===== src/rtl/rdx_pkg.sv =====
// Shared definitions for the read bridge.
// Assumes: clock period and access time are given in whole nanoseconds.
package rdx_pkg;

    typedef enum logic [1:0] {
        ST_IDLE   = 2'd0,
        ST_ADDRHI = 2'd1,
        ST_ACCESS = 2'd2,
        ST_RETURN = 2'd3
    } rdx_state_t;

    // Number of clock cycles that cover the access time, never below one.
    function automatic int access_cycles(input int access_ns, input int clk_ns);
        int c;
        c = (access_ns + clk_ns - 1) / clk_ns;
        if (c < 1) c = 1;
        return c;
    endfunction

endpackage


===== src/rtl/rdx_addr_hold.sv =====
// Holding registers for the two address bytes.
// Assumes: the load strobes come from the controller, one per byte.
module rdx_addr_hold #(
    parameter int BYTE_W = 8
) (
    input  logic                clk,
    input  logic                rst_n,
    input  logic [BYTE_W-1:0]   byte_in,
    input  logic                load_lo,
    input  logic                load_hi,
    output logic [2*BYTE_W-1:0] addr_out
);

    logic [BYTE_W-1:0] lo_q;
    logic [BYTE_W-1:0] hi_q;

    // Capture each address byte when its strobe is high.
    always_ff @(posedge clk) begin
        if (!rst_n) begin
            lo_q <= '0;
            hi_q <= '0;
        end else begin
            if (load_lo) lo_q <= byte_in;
            if (load_hi) hi_q <= byte_in;
        end
    end

    assign addr_out = {hi_q, lo_q};

endmodule


===== src/rtl/rdx_delay_timer.sv =====
// Down-counter that measures the memory access time.
// Assumes: start is a one-cycle pulse; run is high while waiting for data.
module rdx_delay_timer #(
    parameter int LAT = 5
) (
    input  logic clk,
    input  logic rst_n,
    input  logic start,
    input  logic run,
    output logic done
);

    localparam int CW = (LAT > 1) ? $clog2(LAT) : 1;
    localparam logic [CW-1:0] LOAD_VAL = CW'(LAT - 1);

    logic [CW-1:0] cnt_q;

    // Load on start, then count down to zero while running.
    always_ff @(posedge clk) begin
        if (!rst_n) begin
            cnt_q <= '0;
        end else if (start) begin
            cnt_q <= LOAD_VAL;
        end else if (run && cnt_q != '0) begin
            cnt_q <= cnt_q - 1'b1;
        end
    end

    assign done = (cnt_q == '0);

endmodule


===== src/rtl/rdx_data_hold.sv =====
// Register that holds the memory word for the requester.
// Assumes: capture is a one-cycle pulse that arrives when memory data is valid.
module rdx_data_hold #(
    parameter int DATA_W = 16
) (
    input  logic              clk,
    input  logic              rst_n,
    input  logic              capture,
    input  logic [DATA_W-1:0] din,
    output logic [DATA_W-1:0] dout
);

    // Keep the last captured word until the next capture.
    always_ff @(posedge clk) begin
        if (!rst_n)       dout <= '0;
        else if (capture) dout <= din;
    end

endmodule


===== src/rtl/rdx_ctrl_fsm.sv =====
// Sequencer for one bridged read: low-byte handshake, high-byte handshake,
// timed memory access, and data return.
// Assumes: request lines are synchronous to clk; one read in flight at a time.
module rdx_ctrl_fsm
    import rdx_pkg::*;
(
    input  logic clk,
    input  logic rst_n,
    input  logic lo_req,
    input  logic hi_req,
    input  logic timer_done,
    output logic lo_ack,
    output logic rd_strobe,
    output logic data_vld,
    output logic load_lo,
    output logic load_hi,
    output logic timer_start,
    output logic timer_run,
    output logic data_cap
);

    rdx_state_t state_q, state_d;

    logic begin_rd;

    // Start a read only with a fresh low-byte request.
    assign begin_rd = (state_q == ST_IDLE) && lo_req && !lo_ack;

    // Next-state and strobe decoding.
    always_comb begin
        state_d     = state_q;
        load_lo     = 1'b0;
        load_hi     = 1'b0;
        timer_start = 1'b0;
        timer_run   = 1'b0;
        data_cap    = 1'b0;
        unique case (state_q)
            ST_IDLE: begin
                if (begin_rd) begin
                    load_lo = 1'b1;
                    state_d = ST_ADDRHI;
                end
            end
            ST_ADDRHI: begin
                if (hi_req) begin
                    load_hi     = 1'b1;
                    timer_start = 1'b1;
                    state_d     = ST_ACCESS;
                end
            end
            ST_ACCESS: begin
                timer_run = 1'b1;
                if (timer_done) begin
                    data_cap = 1'b1;
                    state_d  = ST_RETURN;
                end
            end
            ST_RETURN: begin
                if (!hi_req) state_d = ST_IDLE;
            end
            default: state_d = ST_IDLE;
        endcase
    end

    // State register.
    always_ff @(posedge clk) begin
        if (!rst_n) state_q <= ST_IDLE;
        else        state_q <= state_d;
    end

    // Low-byte acknowledge: set on acceptance, cleared once the request falls.
    always_ff @(posedge clk) begin
        if (!rst_n)       lo_ack <= 1'b0;
        else if (!lo_req) lo_ack <= 1'b0;
        else if (begin_rd) lo_ack <= 1'b1;
    end

    // Memory strobe: raised with the high byte, held until data is released.
    always_ff @(posedge clk) begin
        if (!rst_n)                                rd_strobe <= 1'b0;
        else if (load_hi)                          rd_strobe <= 1'b1;
        else if (state_q == ST_RETURN && !hi_req)  rd_strobe <= 1'b0;
    end

    // Data valid: raised on capture, dropped when the requester lets go.
    always_ff @(posedge clk) begin
        if (!rst_n)                                data_vld <= 1'b0;
        else if (data_cap)                         data_vld <= 1'b1;
        else if (state_q == ST_RETURN && !hi_req)  data_vld <= 1'b0;
    end

endmodule


===== src/rtl/rdx_read_bridge.sv =====
// Top level: bridges a byte-serial two-handshake read request onto a
// wide-address memory read with a fixed access delay.
// Assumes: the memory returns data ACCESS_NS after the strobe rises and holds
// it while strobe and address stay steady.
module rdx_read_bridge #(
    parameter int BYTE_W    = 8,
    parameter int DATA_W    = 16,
    parameter int ACCESS_NS = 100,
    parameter int CLK_NS    = 20
) (
    input  logic                clk,
    input  logic                rst_n,
    input  logic [BYTE_W-1:0]   host_abyte,
    input  logic                host_lo_req,
    output logic                host_lo_ack,
    input  logic                host_hi_req,
    output logic                host_data_vld,
    output logic [DATA_W-1:0]   host_rdata,
    output logic [2*BYTE_W-1:0] mem_addr,
    output logic                mem_rd,
    input  logic [DATA_W-1:0]   mem_rdata
);

    localparam int LAT = rdx_pkg::access_cycles(ACCESS_NS, CLK_NS);

    logic load_lo, load_hi, timer_start, timer_run, timer_done, data_cap;

    rdx_ctrl_fsm u_fsm (
        .clk         (clk),
        .rst_n       (rst_n),
        .lo_req      (host_lo_req),
        .hi_req      (host_hi_req),
        .timer_done  (timer_done),
        .lo_ack      (host_lo_ack),
        .rd_strobe   (mem_rd),
        .data_vld    (host_data_vld),
        .load_lo     (load_lo),
        .load_hi     (load_hi),
        .timer_start (timer_start),
        .timer_run   (timer_run),
        .data_cap    (data_cap)
    );

    rdx_addr_hold #(.BYTE_W(BYTE_W)) u_addr (
        .clk      (clk),
        .rst_n    (rst_n),
        .byte_in  (host_abyte),
        .load_lo  (load_lo),
        .load_hi  (load_hi),
        .addr_out (mem_addr)
    );

    rdx_delay_timer #(.LAT(LAT)) u_timer (
        .clk   (clk),
        .rst_n (rst_n),
        .start (timer_start),
        .run   (timer_run),
        .done  (timer_done)
    );

    rdx_data_hold #(.DATA_W(DATA_W)) u_data (
        .clk     (clk),
        .rst_n   (rst_n),
        .capture (data_cap),
        .din     (mem_rdata),
        .dout    (host_rdata)
    );

endmodule


===== config.mk =====
export PLATFORM = sky130hd
export DESIGN_NAME = rdx_read_bridge
export DESIGN_NICKNAME = d
export VERILOG_FILES = /design/src/rtl/rdx_pkg.sv /design/src/rtl/rdx_addr_hold.sv /design/src/rtl/rdx_delay_timer.sv /design/src/rtl/rdx_data_hold.sv /design/src/rtl/rdx_ctrl_fsm.sv /design/src/rtl/rdx_read_bridge.sv
export SDC_FILE = /design/constraint.sdc
export NUM_CORES = 1
export LEC_CHECK = 0
export CELL_PAD_IN_SITES_DETAIL_PLACEMENT = 1
export CELL_PAD_IN_SITES_GLOBAL_PLACEMENT = 2
export CORE_ASPECT_RATIO = 2
export CORE_MARGIN = 2
export CORE_UTILIZATION = 26
export DETAILED_ROUTE_END_ITERATION = 8
export PLACE_DENSITY_LB_ADDON = 0.08
export SETUP_SLACK_MARGIN = 0.4
export SLEW_MARGIN = 20
export SYNTH_ARGS = -nofsm -noshare
export SYNTH_HDL_FRONTEND = slang
export SYNTH_SLANG_ARGS = --single-unit
export TNS_END_PERCENT = 10

===== constraint.sdc =====
create_clock -name clk -period 2.54 [get_ports clk]
set_clock_uncertainty 0.15 [all_clocks]
set_input_delay 0.508 -clock clk [delete_from_list [all_inputs] [get_ports clk]]
set_output_delay 0.508 -clock clk [all_outputs]
set_load 0.01 [all_outputs]

======== Yosys cells after proc, flatten, opt, wreduce, memory -nomap -nowiden ========
Index checks and enable logic that the tools add are counted.
word-level totals
  register bits ........................... 40
  bits in latches ......................... 0
  memory bits (writable) .................. 0
  bits in read-only memories .............. 0
  input port bits ......................... 28
  logic and storage cells ................. 50
  memories ................................ 0
cells by class
  add/subtract/negate cells ............... 1
  $mul .................................... 0
  divide/modulo/power cells ............... 0
  magnitude comparators ................... 0
  eq/ne operators ......................... 7
  shift operators ......................... 0
  multiplexer cells ....................... 17
  bitwise gates (word level) .............. 1
  reductions and logical operators ........ 15
operators with widths
  cell                 count
  $mux 1               10
  $mux 2               4
  $pmux 2 s4           1
  $mux 3               2
  $ne 2x2->1 const B   3
  $reduce_bool 2->1    3
  $eq 2x2->1 const B   2
  $logic_and 1x1->1    4
  $reduce_and 4->1     1
  $logic_not 3->1      1
  $reduce_bool 3->1    1
  $sub 3x1->3 const B  1
  $eq 2x1->1 const B   1
  $logic_not 1->1      2
  $logic_not 2->1      1
  $ne 2x1->1 const B   1
  $reduce_and 2->1     1
  $reduce_or 2->1      1
  $not 1->1            1

======== Logic depth before layout (Yosys ltp) ========
Gate-level depths: netlist of the first run.
  word-level depth ........................ 5
  depth in mapped cells ................... 8

======== Hierarchy ========
A second synthesis of the first run with hierarchy kept.
unflattened totals
  cells, all modules ...................... 154
  area, all modules ....................... 1,725.4 um2
modules (own cells, without submodules)
  module           instances  cells each  area each (um2)  sequential area each (um2)
  rdx_data_hold    1          51          615.6            320.3
  rdx_addr_hold    1          51          608.1            320.3
  rdx_ctrl_fsm     1          33          326.6            100.1
  rdx_delay_timer  1          19          175.2            60.1

======== Least setup slack after synthesis of the first run ========
No wires, ideal clock.
  path type ............................... reg2reg
  from .................................... register u_timer.cnt_q[0]
  to ...................................... register u_data.dout[13]
  data arrival time ....................... 1.379 ns
  slack ................................... 0.941 ns
  cell stages (with the launch flop) ...... 8
  buffers on the path ..................... 1
  cells stage by stage .................... dfxtp_1 > inv_1 > ha_1 > ha_1 > nand2_1 > clkbuf_1 > nand2_1 > a21boi_1
on the way
  longest elaborated chain between the ends .. 3
RTL lines
  what                      RTL line               text
  start: declaration        rdx_delay_timer.sv:16  logic [CW-1:0] cnt_q;
  start signal: assignment  rdx_delay_timer.sv:25  cnt_q <= cnt_q - 1'b1;
  $logic_not 3->1           rdx_delay_timer.sv:29  assign done = (cnt_q == '0);
  $mux 1                    rdx_ctrl_fsm.sv:53     if (timer_done) begin
  $mux 1                    rdx_ctrl_fsm.sv:37     unique case (state_q)
  end signal: assignment    rdx_data_hold.sv:16    else if (capture) dout <= din;
  end: declaration          rdx_data_hold.sv:10    output logic [DATA_W-1:0] dout
No other way between the ends.
A chain may end at the register's enable or synchronous reset.

======== Worst setup path in the final report of the first run ========
  from .................................... register u_fsm.rd_strobe
  to ...................................... output mem_rd
RTL lines
  what                      RTL line               text
  start: declaration        rdx_ctrl_fsm.sv:13     output logic rd_strobe,
  start signal: assignment  rdx_ctrl_fsm.sv:80     if (!rst_n) rd_strobe <= 1'b0;
  start signal: assignment  rdx_ctrl_fsm.sv:81     else if (load_hi) rd_strobe <= 1'b1;
  start signal: assignment  rdx_ctrl_fsm.sv:82     else if (state_q == ST_RETURN && !hi_req) rd_strobe <= 1'b0;
  end: declaration          rdx_read_bridge.sv:20  output logic mem_rd,
No word-level cell between the ends.

==> results of run 1 <==
-- flip-flops by register name, indices dropped and copies added, names as in the netlist --
| register | flops |
|---|---|
| u_data.dout | 16 |
| u_addr.hi_q | 8 |
| u_addr.lo_q | 8 |
| u_timer.cnt_q | 3 |
| u_fsm.state_q | 2 |
| u_fsm.data_vld | 1 |
| u_fsm.lo_ack | 1 |
| u_fsm.rd_strobe | 1 |
-- worst paths after layout --
path / start / endpoint / slack [ns]
setup / recovery: u_fsm.rd_strobe / mem_rd / 0.70
hold / removal: u_data.dout[12] / u_data.dout[12] / 0.30
setup reg to reg: u_timer.cnt_q[0] / u_data.dout[0] / 0.78
hold reg to reg: u_data.dout[12] / u_data.dout[12] / 0.30
-- final cells by class --
class                      instances  area [sq um]  share of cell area, %
timing repair buffer              64           648                   26.6
clock inverter                     2          10.0                  0.411
sequential                        40           801                   32.9
tap                               63          78.8                   3.24
multi-input combinational        120           738                   30.3
inverter                           5          18.8                  0.771
clock buffer                       6           139                   5.71
-- per-layer routing --
metal	GRT usage [%]	up-vias
li1	-	685
met1	13.0	665
met2	25.3	45
met3	3.15	2
met4	4.89	0
met5	0	-
-- kinds of logic after synthesis --
logic type	Yosys count	synth area share, %
xor gates and xnor gates	1	0.547
and+or+nand+nor	70	18.9
DFF	40	50.0
adders and majority gates	6	4.68
AOI/OAI and AO/OA	32	14.8
muxes	11	7.18
buffers and inverters	14	3.98
-- cell usage in the layout (no fill, tap or decap), types with 2 or more instances in the layout --
| master | Yosys | routed |
|---|---|---|
| sky130_fd_sc_hd__a21boi_1 | 24 | 24 |
| sky130_fd_sc_hd__a21oi_1 | 3 | 3 |
| sky130_fd_sc_hd__and2_1 | 2 | 2 |
| sky130_fd_sc_hd__clkbuf_16 | 0 | 5 |
| sky130_fd_sc_hd__clkdlybuf4s50_1 | 0 | 62 |
| sky130_fd_sc_hd__clkinv_2 | 0 | 2 |
| sky130_fd_sc_hd__dfxtp_1 | 40 | 40 |
| sky130_fd_sc_hd__ha_1 | 6 | 6 |
| sky130_fd_sc_hd__inv_1 | 5 | 5 |
| sky130_fd_sc_hd__mux2i_1 | 10 | 10 |
| sky130_fd_sc_hd__nand2_1 | 53 | 53 |
| sky130_fd_sc_hd__nor2_1 | 2 | 2 |
| sky130_fd_sc_hd__nor2b_1 | 10 | 10 |
-- power by group through the flow --
stage                     sequential [mW]  clock (mW)  combinational, mW
after floorplan                     0.856           0              0.351
after global placement              0.814           0              0.685
after detailed placement            0.819           0              0.720
after CTS                           0.806       0.654              0.722
after global routing                0.817       0.673              0.776
final                               0.804       0.623              0.701
-- per-stage QoR --
stage / total power, mW / area (sq um) / setup slack, ns / hold WS [ns] / utilization [%]
global route: 2.27 / 2430 / 0.546 / 0.328 / 40.5
CTS: 2.18 / 2430 / 0.686 / 0.305 / 40.5
floorplan: 1.21 / 1600 / 0.941 / 0.321 / -
finish: 2.13 / 2430 / 0.700 / 0.302 / 40.5
detailed placement: 1.54 / 2280 / 0.402 / 0.296 / 38.0
global placement: 1.50 / 2280 / 0.504 / 0.291 / 38.0
==> results.tsv, run 1 <==
stage	metric	value	unit
routing	routed_wirelength	4270	um
logic_synthesis	netlist.area_leader.share	50.0	%
logic_synthesis	synthesis.area_per_instance	9.21	sq um
logic_synthesis	synthCells	174	
critical_path	critical_path.endpoint_type	primary output	
critical_path	worstPathBufferInverterCount	1	
global_route	first_global_vias	1498	
global_route	overflow	0	
critical_path	cp_cell_sequence	clkdlybuf4s50_1	
critical_path	worst_setup_path_start_kind	flop	
place	post_placement_cell_count	292	
power	combinationalPowerShare	33.0	%
die	die_area	6850	sq um
routing	post-route-drc-count	0	
place	numPortBuffers	62	
logic_synthesis	syn_area	1600	sq um
power	seq_power_share	37.8	%
die	floorplan.core_area	6010	sq um
flow_run	drv.max_cap_violation_count	0	
place	gp_congestion	0.711	
clock_network	post_cts_resized	0	
die	placement_rows	40	
worst_hold_path	min-delay-path-class	flop to flop	
routing	met2WireLength	2450	um
routing	m1WireLength	1510	um
die	die_h	115	um
routing	drtPass1Iterations	4	
clock_network	clkSinkCount	40	
critical_path	max_stage_delay	0.57	ns
cells_and_area	n_diodes	0	
logic_synthesis	synth.most_common_cell	sky130_fd_sc_hd__nand2_1	
sta	grt_setup_unrepaired	no	
critical_path	criticalPathCategory	flop to primary output	
logic_synthesis	synth.yosys.warnings	0	
logic_synthesis	yosys-top-cells-area	sky130_fd_sc_hd__dfxtp_1 50%, sky130_fd_sc_hd__nand2_1 12%, sky130_fd_sc_hd__a21boi_1 11%, sky130_fd_sc_hd__mux2i_1 6.2%, sky130_fd_sc_hd__ha_1 4.7%	
critical_path	critical-path-slowest-cell	sky130_fd_sc_hd__clkdlybuf4s50_1	
power	p_clk_share	29.3	%
clock_network	clock_path_buffers	2	
cells_and_area	areaGrowthSynthToFinish	51.8	%
clock_network	cts_hold_buffers	0	
power	p_switching	0.641	mW
cells_and_area	num-nets-final	270	
logic_synthesis	ys_seq_area_share	50.0	%
logic_synthesis	netlist-cell-type-count	23	
cells_and_area	fill_cells	723	
logic_synthesis	synth.net_count	208	
logic_synthesis	synth_async_sr_flop_share	0	%
sta	totalNegativeSetupSlack	0	ns
logic_synthesis	ys_dominant_reg_cell	sky130_fd_sc_hd__dfxtp_1	
die	initial_utilization	26.7	%
critical_path	r2r.worst_path.cells	6	
routing	route.top_layer_used	met4	
routing	num_vias	1397	
clock_network	clkSlewWorstSetupHoldPaths	0.06	ns
routing	detail_route.wl_per_cell	14.2	um
cells_and_area	stdcell_count	300	
critical_path	critical_path_depth	1	
power	power_density	874	nW/um^2
cells_and_area	layout_cell_share_with_drive_strength_beyond_1	4.64	%
clock_network	htree_levels	2	
critical_path	timing.critical_path.max_delay_family	buffers and inverters	
global_route	antenna_found_initial	0	
status	outcome	complete, no violations	
sta	finalWorstPathRequiredPeriod	1.84	ns
sta	timing_hold_violations_final	0	
power	ir_drop	0.000475	V
logic_synthesis	synth_seq_cells	40	
die	ios	63	
sta	achievable-frequency	0.544	GHz
power	p_leak	0.926	nW
routing	drt.antenna.violating_nets	0	
clock_network	source_to_sink_clock_delay_at_the_later_pin_of_the_worst_skew_pair	0.28	ns
logic_synthesis	netlist_top_cells_count	53 x sky130_fd_sc_hd__nand2_1, 40 x sky130_fd_sc_hd__dfxtp_1, 24 x sky130_fd_sc_hd__a21boi_1, 10 x sky130_fd_sc_hd__mux2i_1, 10 x sky130_fd_sc_hd__nor2b_1	
worst_hold_path	hold_path_depth	2	
clock_network	tritoncts	done	
sta	timing.final.setup_violations	0	
sta	slew_violations	0	
power	cellInternalPower	1.49	mW
critical_path	worstPathRequired	1.88	ns
logic_synthesis	count_of_flip_flops_with_a_built_in_enable_after_synthesis	0	
global_route	grt_pass1_wl	6840	um
routing	wl_met3	274	um
critical_path	path_max_fanout	2	
critical_path	arrival	1.18	ns
routing	dr.first_iter.drc_count	17	
global_route	pin_count_of_the_biggest_net_entering_global_routing	33	
sta	timing.final.crit_share	72.4	%
sta	slew-limit-headroom	59.8	%
global_route	globalRouteTotalUtil	13.2	%
place	hpwlAfterDp	3360	um
routing	route.detailed.vias_per_inst	4.66	
clock_network	number_of_cts_inserted_buffers	5	
clock_network	cts.repair_timing.setup_buffer_count	0	
sta	worst_margin_slew	0.604	ns
clock_network	clock_tree.root_cell	sky130_fd_sc_hd__clkbuf_16	
power	power_switching_share	30.1	%
die	dieWidth	59.5	um
logic_synthesis	yosysTopAreaCell	sky130_fd_sc_hd__dfxtp_1	
(Power assumes the default switching activity.)
==> inputs of run 2 (changes only) <==
--- a/config.mk
+++ b/config.mk
@@ -9,7 +9,7 @@
 export CELL_PAD_IN_SITES_GLOBAL_PLACEMENT = 2
 export CORE_ASPECT_RATIO = 2
 export CORE_MARGIN = 2
-export CORE_UTILIZATION = 26
+export CORE_UTILIZATION = 22
 export DETAILED_ROUTE_END_ITERATION = 8
 export PLACE_DENSITY_LB_ADDON = 0.08
 export SETUP_SLACK_MARGIN = 0.4
==> constraint.sdc (replaced) <==
create_clock -name clk -period 1.5 [get_ports clk]
set_clock_uncertainty 0.15 [all_clocks]
set_input_delay 0.3 -clock clk [delete_from_list [all_inputs] [get_ports clk]]
set_output_delay 0.3 -clock clk [all_outputs]
set_load 0.01 [all_outputs]
==> results.tsv, run 2 (synthesis gave the netlist of run 1 again) <==
stage	metric	value	unit	change
cells_and_area	multi_input_area	891	sq um	+21%
place	numPortBuffers	62		unchanged
global_route	first_global_vias	1503		+0.33%
sta	finalWorstPathRequiredPeriod	1.53	ns	
clock_network	clock_path_buffers	2		unchanged
status	outcome	finished with violations		
worst_hold_path	min-delay-path-class	flop to flop		
cells_and_area	seqCellArea	855	sq um	+6.7%
cells_and_area	layout_cell_share_with_drive_strength_beyond_1	52.2	%	+48 points
global_route	globalRouteTotalUtil	11.7	%	-1.5 points
flow_run	drv.max_cap_violation_count	0		unchanged
die	die_area	8030	sq um	+17%
cells_and_area	areaGrowthSynthToFinish	80.5	%	
critical_path	r2r.worst_path.cells	4		-2
critical_path	cp_cell_sequence	ha_1 -> mux2_4 -> a211o_1 -> mux2i_1		
routing	routed_wirelength	4380	um	+2.5%
power	power_density	1430	nW/um^2	+64%
clock_network	htree_levels	2		unchanged
place	post_placement_cell_count	338		+16%
critical_path	crit-reg2reg-launch	u_fsm.state_q[0]		
critical_path	worst_setup_path_start_kind	flop		
global_route	gr_met2_demand_resource	20.0	%	-5.3 points
routing	drtPass1Iterations	3		-1
worst_hold_path	worst_hold_path.endpoint	u_addr.hi_q[1]		
place	hpwlAfterDp	3240	um	-3.5%
cells_and_area	regMostFlops	u_data.dout		
worst_hold_path	hold_path_depth	2		unchanged
clock_network	cts_hold_buffers	0		unchanged
place	dpl_cell_area	2480	sq um	+8.7%
sta	slew_violations	0		unchanged
critical_path	criticalPathCategory	flop to flop		
critical_path	critical_path.endpoint_type	flop		
sta	worst_margin_slew	0.227	ns	-0.376 ns
die	floorplan.core_area	7160	sq um	+19%
critical_path	path_max_fanout	3		+1
critical_path	reg2reg_to	u_fsm.state_q[1]		
cells_and_area	layout_common_cells	44 x sky130_fd_sc_hd__buf_6, 41 x sky130_fd_sc_hd__nand2_1, 37 x sky130_fd_sc_hd__dfxtp_2, 26 x sky130_fd_sc_hd__clkdlybuf4s50_1, 21 x sky130_fd_sc_hd__a21boi_1		
routing	detail_route.wl_per_cell	12.6	um	-11%
global_route	grtUsageMet3	3.07	%	-0.078 points
cells_and_area	reg.largest.list	u_data.dout: 16 flops, u_addr.hi_q: 8 flops, u_addr.lo_q: 8 flops		
routing	dr.first_iter.drc_count	24		+7
cells_and_area	num-nets-final	288		+6.7%
sta	timing.final.setup_violations	2		+2
sta	totalNegativeSetupSlack	-0.0366	ns	-0.0366 ns
clock_network	source_to_sink_clock_delay_at_the_later_pin_of_the_worst_skew_pair	0.28	ns	about the same
routing	route.detailed.vias_per_inst	4.14		-11%
cells_and_area	number_of_flip_flops_under_the_largest_register_name	16		unchanged
die	initial_utilization	22.4	%	-4.3 points
cells_and_area	final_common_cell	sky130_fd_sc_hd__buf_6		
clock_network	clkSlewWorstSetupHoldPaths	0.06	ns	about the same
critical_path	critical-path-slowest-cell	sky130_fd_sc_hd__dfxtp_4		
clock_network	number_of_cts_inserted_buffers	5		unchanged
routing	num_vias	1438		+2.9%
routing	post-route-drc-count	0		unchanged
sta	slew-limit-headroom	84.7	%	+25 points
cells_and_area	design_area	2890	sq um	+19%
critical_path	max_stage_delay	0.37	ns	-0.20 ns
cells_and_area	n_diodes	0		unchanged
sta	timing.final.crit_share	102	%	
cells_and_area	final_core_utilization	40.4	%	-0.10 points
global_route	busiest_layer	met2		
power	ir_drop	0.000504	V	+6.1%
status	violations	setup timing		
cells_and_area	fill_cells	837		+16%
global_route	overflow	0		unchanged
global_route	antenna_found_initial	0		unchanged
clock_network	tritoncts	done		
sta	timing_hold_violations_final	0		unchanged
clock_network	clock_tree.root_cell	sky130_fd_sc_hd__clkbuf_16		
die	ios	63		unchanged
critical_path	arrival	1.55	ns	+0.37 ns
sta	setup_ws	-0.0285	ns	-0.729 ns
critical_path	worstPathRequired	1.52	ns	-0.36 ns
sta	achievable-frequency	0.654	GHz	
die	die_h	125	um	+8.4%
worst_hold_path	hp-start	u_addr.hi_q[1]		
cells_and_area	stdcell_count	347		+16%
die	placement_rows	44		+10%
clock_network	clkSinkCount	40		unchanged
routing	drt.antenna.violating_nets	0		unchanged
global_route	met1_usage	12.6	%	-0.45 points
global_route	grt_pass1_wl	7180	um	+4.9%
global_route	pin_count_of_the_biggest_net_entering_global_routing	15		-55%
place	gp_congestion	0.743		+4.4%
sta	grt_setup_unrepaired	yes		
die	dieWidth	64.4	um	+8.1%
power	p_leak	1.21	nW	+30%
critical_path	reg2reg_setup_slack	-0.03	ns	-0.81 ns
-- run 2: cell types whose count changed in the layout (fill, tap and decap cells not counted), sizes merged --
cell,change
buf,+53
clkdlybuf4s50,-36
dlygate4sd2,+1
-- run 2: per-layer routing --
| layer | vias up | part of all wire, % | routed length, um |
|---|---|---|---|
| met5 | - | 0 | 0 |
| met4 | 0 | 2.5 | 109 |
| met2 | 35 | 53 | 2300 |
| met3 | 7 | 5.2 | 229 |
| met1 | 669 | 40 | 1740 |
| li1 | 727 | - | - |
-- run 2: how the worst max path moves through the flow --
stage	from	endpoint	slack, ns	cells after the start
2_1_floorplan	u_timer.cnt_q[1]	u_fsm.state_q[1]	-0.01	6
3_3_place_gp	host_hi_req	u_fsm.state_q[1]	-0.28	4
3_5_place_dp	host_hi_req	u_fsm.state_q[1]	-0.28	4
4_1_cts	u_fsm.state_q[1]	u_fsm.state_q[1]	-0.02	5
5_1_grt	u_timer.cnt_q[0]	u_fsm.state_q[1]	-0.07	6
6_report	u_fsm.state_q[0]	u_fsm.state_q[1]	-0.03	4
-- run 2: power by group --
part / switching [mW] / leakage [nW] / total [mW] / internal, mW
Combinational: 0.695 / 0.786 / 1.61 / 0.919
Sequential: 0.158 / 0.344 / 1.46 / 1.31
Clock: 0.410 / 0.0766 / 1.06 / 0.655
Total: 1.26 / 1.21 / 4.14 / 2.88
-- run 2: through the flow --
stage / setup WS [ns] / hold slack [ns] / power [mW]
floorplan: -0.0145 / 0.285 / 2.09
global placement: -0.284 / 0.291 / 2.77
detailed placement: -0.280 / 0.296 / 2.80
CTS: -0.0242 / 0.309 / 4.03
global route: -0.0686 / 0.323 / 4.44
finish: -0.0285 / 0.304 / 4.14
-- run 2: repair_timing --
action	4_1_cts	5_1_grt
pin swaps	10	15
buffers inserted	1	0
gates resized for setup	219	38
setup endpoints to repair	75	75
hold endpoints to repair	0	0
-- run 2: cell type report --
class | instances | share of cell area, %
tap | 92 | 3.98
inverter | 5 | 0.822
clock buffer | 6 | 4.80
clock inverter | 2 | 0.346
sequential | 40 | 29.5
multi-input combinational | 120 | 30.8
timing repair buffer | 82 | 29.7
-- run 2: worst max-delay path: cells and delay by family (launching register included) --
kind / cells / cell delay, ns
muxes: 2 / 0.39
DFF: 1 / 0.37
AOI/OAI and AO/OA: 1 / 0.30
adders and majority gates: 1 / 0.22
==> inputs of run 3 (changes only) <==
--- a/config.mk
+++ b/config.mk
@@ -11,7 +11,7 @@
 export CORE_MARGIN = 2
 export CORE_UTILIZATION = 22
 export DETAILED_ROUTE_END_ITERATION = 8
-export PLACE_DENSITY_LB_ADDON = 0.08
+export PLACE_DENSITY_LB_ADDON = 0.1
 export SETUP_SLACK_MARGIN = 0.4
 export SLEW_MARGIN = 20
 export SYNTH_ARGS = -nofsm -noshare
==> results.tsv, run 3 (synthesis gave the netlist of run 1 again) <==
stage	metric	value	unit	change
critical_path	cp_cell_sequence	inv_2 -> ha_2 -> mux2_4 -> a211o_1 -> mux2i_1		
clock_network	clkSlewWorstSetupHoldPaths	0.05	ns	about the same
cells_and_area	n_diodes	0		unchanged
status	outcome	finished with violations		
die	die_h	125	um	unchanged
power	total_power	3.95	mW	-4.8%
routing	routed_wirelength	4260	um	-2.7%
critical_path	arrival	1.55	ns	about the same
sta	grt_setup_unrepaired	yes		
global_route	pin_count_of_the_biggest_net_entering_global_routing	29		+14
power	power_density	1440	nW/um^2	+0.68%
cells_and_area	final_common_cell	sky130_fd_sc_hd__nand2_1		
cells_and_area	multi_input_area	798	sq um	-10%
clock_network	clock_path_buffers	2		unchanged
critical_path	worstPathRequired	1.52	ns	about the same
sta	timing.final.setup_violations	2		unchanged
sta	slew-limit-headroom	83.3	%	-1.4 points
sta	finalWorstPathRequiredPeriod	1.53	ns	+0.00372 ns
sta	timing_hold_violations_final	0		unchanged
worst_hold_path	min-delay-path-class	flop to flop		
die	ios	63		unchanged
clock_network	tritoncts	done		
sta	achievable-frequency	0.653	GHz	-0.24%
clock_network	htree_levels	2		unchanged
global_route	busiest_layer	met2		
routing	dr.first_iter.drc_count	45		+88%
clock_network	source_to_sink_clock_delay_at_the_later_pin_of_the_worst_skew_pair	0.28	ns	about the same
clock_network	clkSinkCount	40		unchanged
place	numPortBuffers	62		unchanged
routing	drt.antenna.violating_nets	0		unchanged
global_route	gr_met2_demand_resource	20.4	%	+0.37 points
die	die_area	8030	sq um	unchanged
place	gp_congestion	0.741		-0.19%
critical_path	criticalPathCategory	flop to flop		
clock_network	number_of_cts_inserted_buffers	5		unchanged
routing	num_vias	1454		+1.1%
place	hpwlAfterDp	3240	um	about the same
die	placement_rows	44		unchanged
routing	drtPass1Iterations	4		+1
global_route	grt_pass1_wl	7180	um	unchanged
critical_path	worst_setup_path_start_kind	flop		
critical_path	critical-path-slowest-cell	sky130_fd_sc_hd__dfxtp_2		
power	ir_drop	0.000646	V	+28%
sta	timing.final.crit_share	102	%	+0.25 points
clock_network	clock_tree.root_cell	sky130_fd_sc_hd__clkbuf_16		
die	initial_utilization	22.4	%	unchanged
global_route	antenna_found_initial	0		unchanged
sta	worst_margin_slew	0.251	ns	+0.0236 ns
cells_and_area	layout_common_cells	52 x sky130_fd_sc_hd__nand2_1, 35 x sky130_fd_sc_hd__buf_6, 33 x sky130_fd_sc_hd__dfxtp_2, 26 x sky130_fd_sc_hd__clkdlybuf4s50_1, 24 x sky130_fd_sc_hd__a21boi_1		
cells_and_area	seqCellArea	842	sq um	-1.5%
sta	hold_ws	0.302	ns	-0.00198 ns
power	p_leak	1.14	nW	-5.6%
die	dieWidth	64.4	um	unchanged
cells_and_area	reg.largest.list	u_data.dout: 16 flops, u_addr.hi_q: 8 flops, u_addr.lo_q: 8 flops		
global_route	met1_usage	12.2	%	-0.32 points
cells_and_area	regMostFlops	u_data.dout		
global_route	globalRouteTotalUtil	11.7	%	-0.029 points
cells_and_area	fill_cells	845		+0.96%
critical_path	timing.critical_path.max_delay_family	multiplexers		
routing	route.detailed.vias_per_inst	4.18		+0.82%
global_route	first_global_vias	1507		+0.27%
critical_path	max_stage_delay	0.35	ns	-0.02 ns
routing	post-route-drc-count	0		unchanged
cells_and_area	number_of_flip_flops_under_the_largest_register_name	16		unchanged
global_route	overflow	0		unchanged
sta	slew_violations	0		unchanged
critical_path	worstPathBufferInverterCount	1		+1
sta	setup_ws	-0.0323	ns	-0.00372 ns
cells_and_area	areaGrowthSynthToFinish	70.7	%	
routing	detail_route.wl_per_cell	12.2	um	-3.0%
cells_and_area	num-nets-final	289		+0.35%
critical_path	path_max_fanout	3		unchanged
global_route	grtUsageMet3	3.43	%	+0.36 points
status	violations	setup timing		
cells_and_area	final_core_utilization	38.2	%	-2.2 points
flow_run	drv.max_cap_violation_count	0		unchanged
cells_and_area	layout_cell_share_with_drive_strength_beyond_1	43.0	%	-9.2 points
die	floorplan.core_area	7160	sq um	unchanged
clock_network	cts_hold_buffers	0		unchanged
critical_path	critical_path.endpoint_type	flop		
-- run 3: changes by cell type in the layout (fill, tap and decap cells not counted), sizes merged --
cell,previous run,this run
clkinv,2,0
clkbuf,6,8
buf,55,56
-- run 3: path summary, 6_finish.rpt --
path,startpoint,end,slack [ns],cells past startpoint
worst max register to register,u_fsm.state_q[1],u_fsm.state_q[1],-0.03,5
worst min-delay path,u_data.dout[15],u_data.dout[15],0.30,2
worst min register to register,u_data.dout[15],u_data.dout[15],0.30,2
worst max-delay path,u_fsm.state_q[1],u_fsm.state_q[1],-0.03,5
-- run 3: timing repair --
item / in CTS / in global routing
pin swaps: 3 / 0
endpoints found under the setup margin: 75 / 75
resized for setup: 208 / 9
buffers inserted: 4 / 0
-- run 3: metrics by stage --
step,setup slack [ns],std cells,instance area (sq um),TNS [ns]
floorplan,-0.0145,174,1650,-0.0145
global placement,-0.283,336,2450,-2.79
detailed placement,-0.299,336,2450,-2.94
CTS,-0.0316,348,2710,-0.0983
global route,-0.0969,348,2740,-1.03
finish,-0.0323,348,2740,-0.0524
-- run 3: tightest hold or removal path: stages (launching register included) --
cell                       delay [ns]
sky130_fd_sc_hd__dfxtp_1         0.30
sky130_fd_sc_hd__nand2_1         0.05
sky130_fd_sc_hd__a21boi_1        0.05
-- run 3: report_power, final --
part	internal (mW)	switching, mW	total [mW]
clock	0.663	0.393	1.06
combinational	0.833	0.637	1.47
sequential	1.29	0.131	1.42
total	2.79	1.16	3.95
-- run 3: area by class of cell --
cell class / count / area share [%]
sequential: 40 / 30.8
timing repair buffer: 83 / 29.8
clock buffer: 8 / 5.35
tap: 92 / 4.21
multi-input combinational: 120 / 29.2
inverter: 5 / 0.686
-- run 3: routing by layer --
metal / vias up / share of wire (%)
li1: 730 / -
met1: 683 / 39
met3: 5 / 5.3
met5: - / 0
met2: 36 / 54
met4: 0 / 2.5
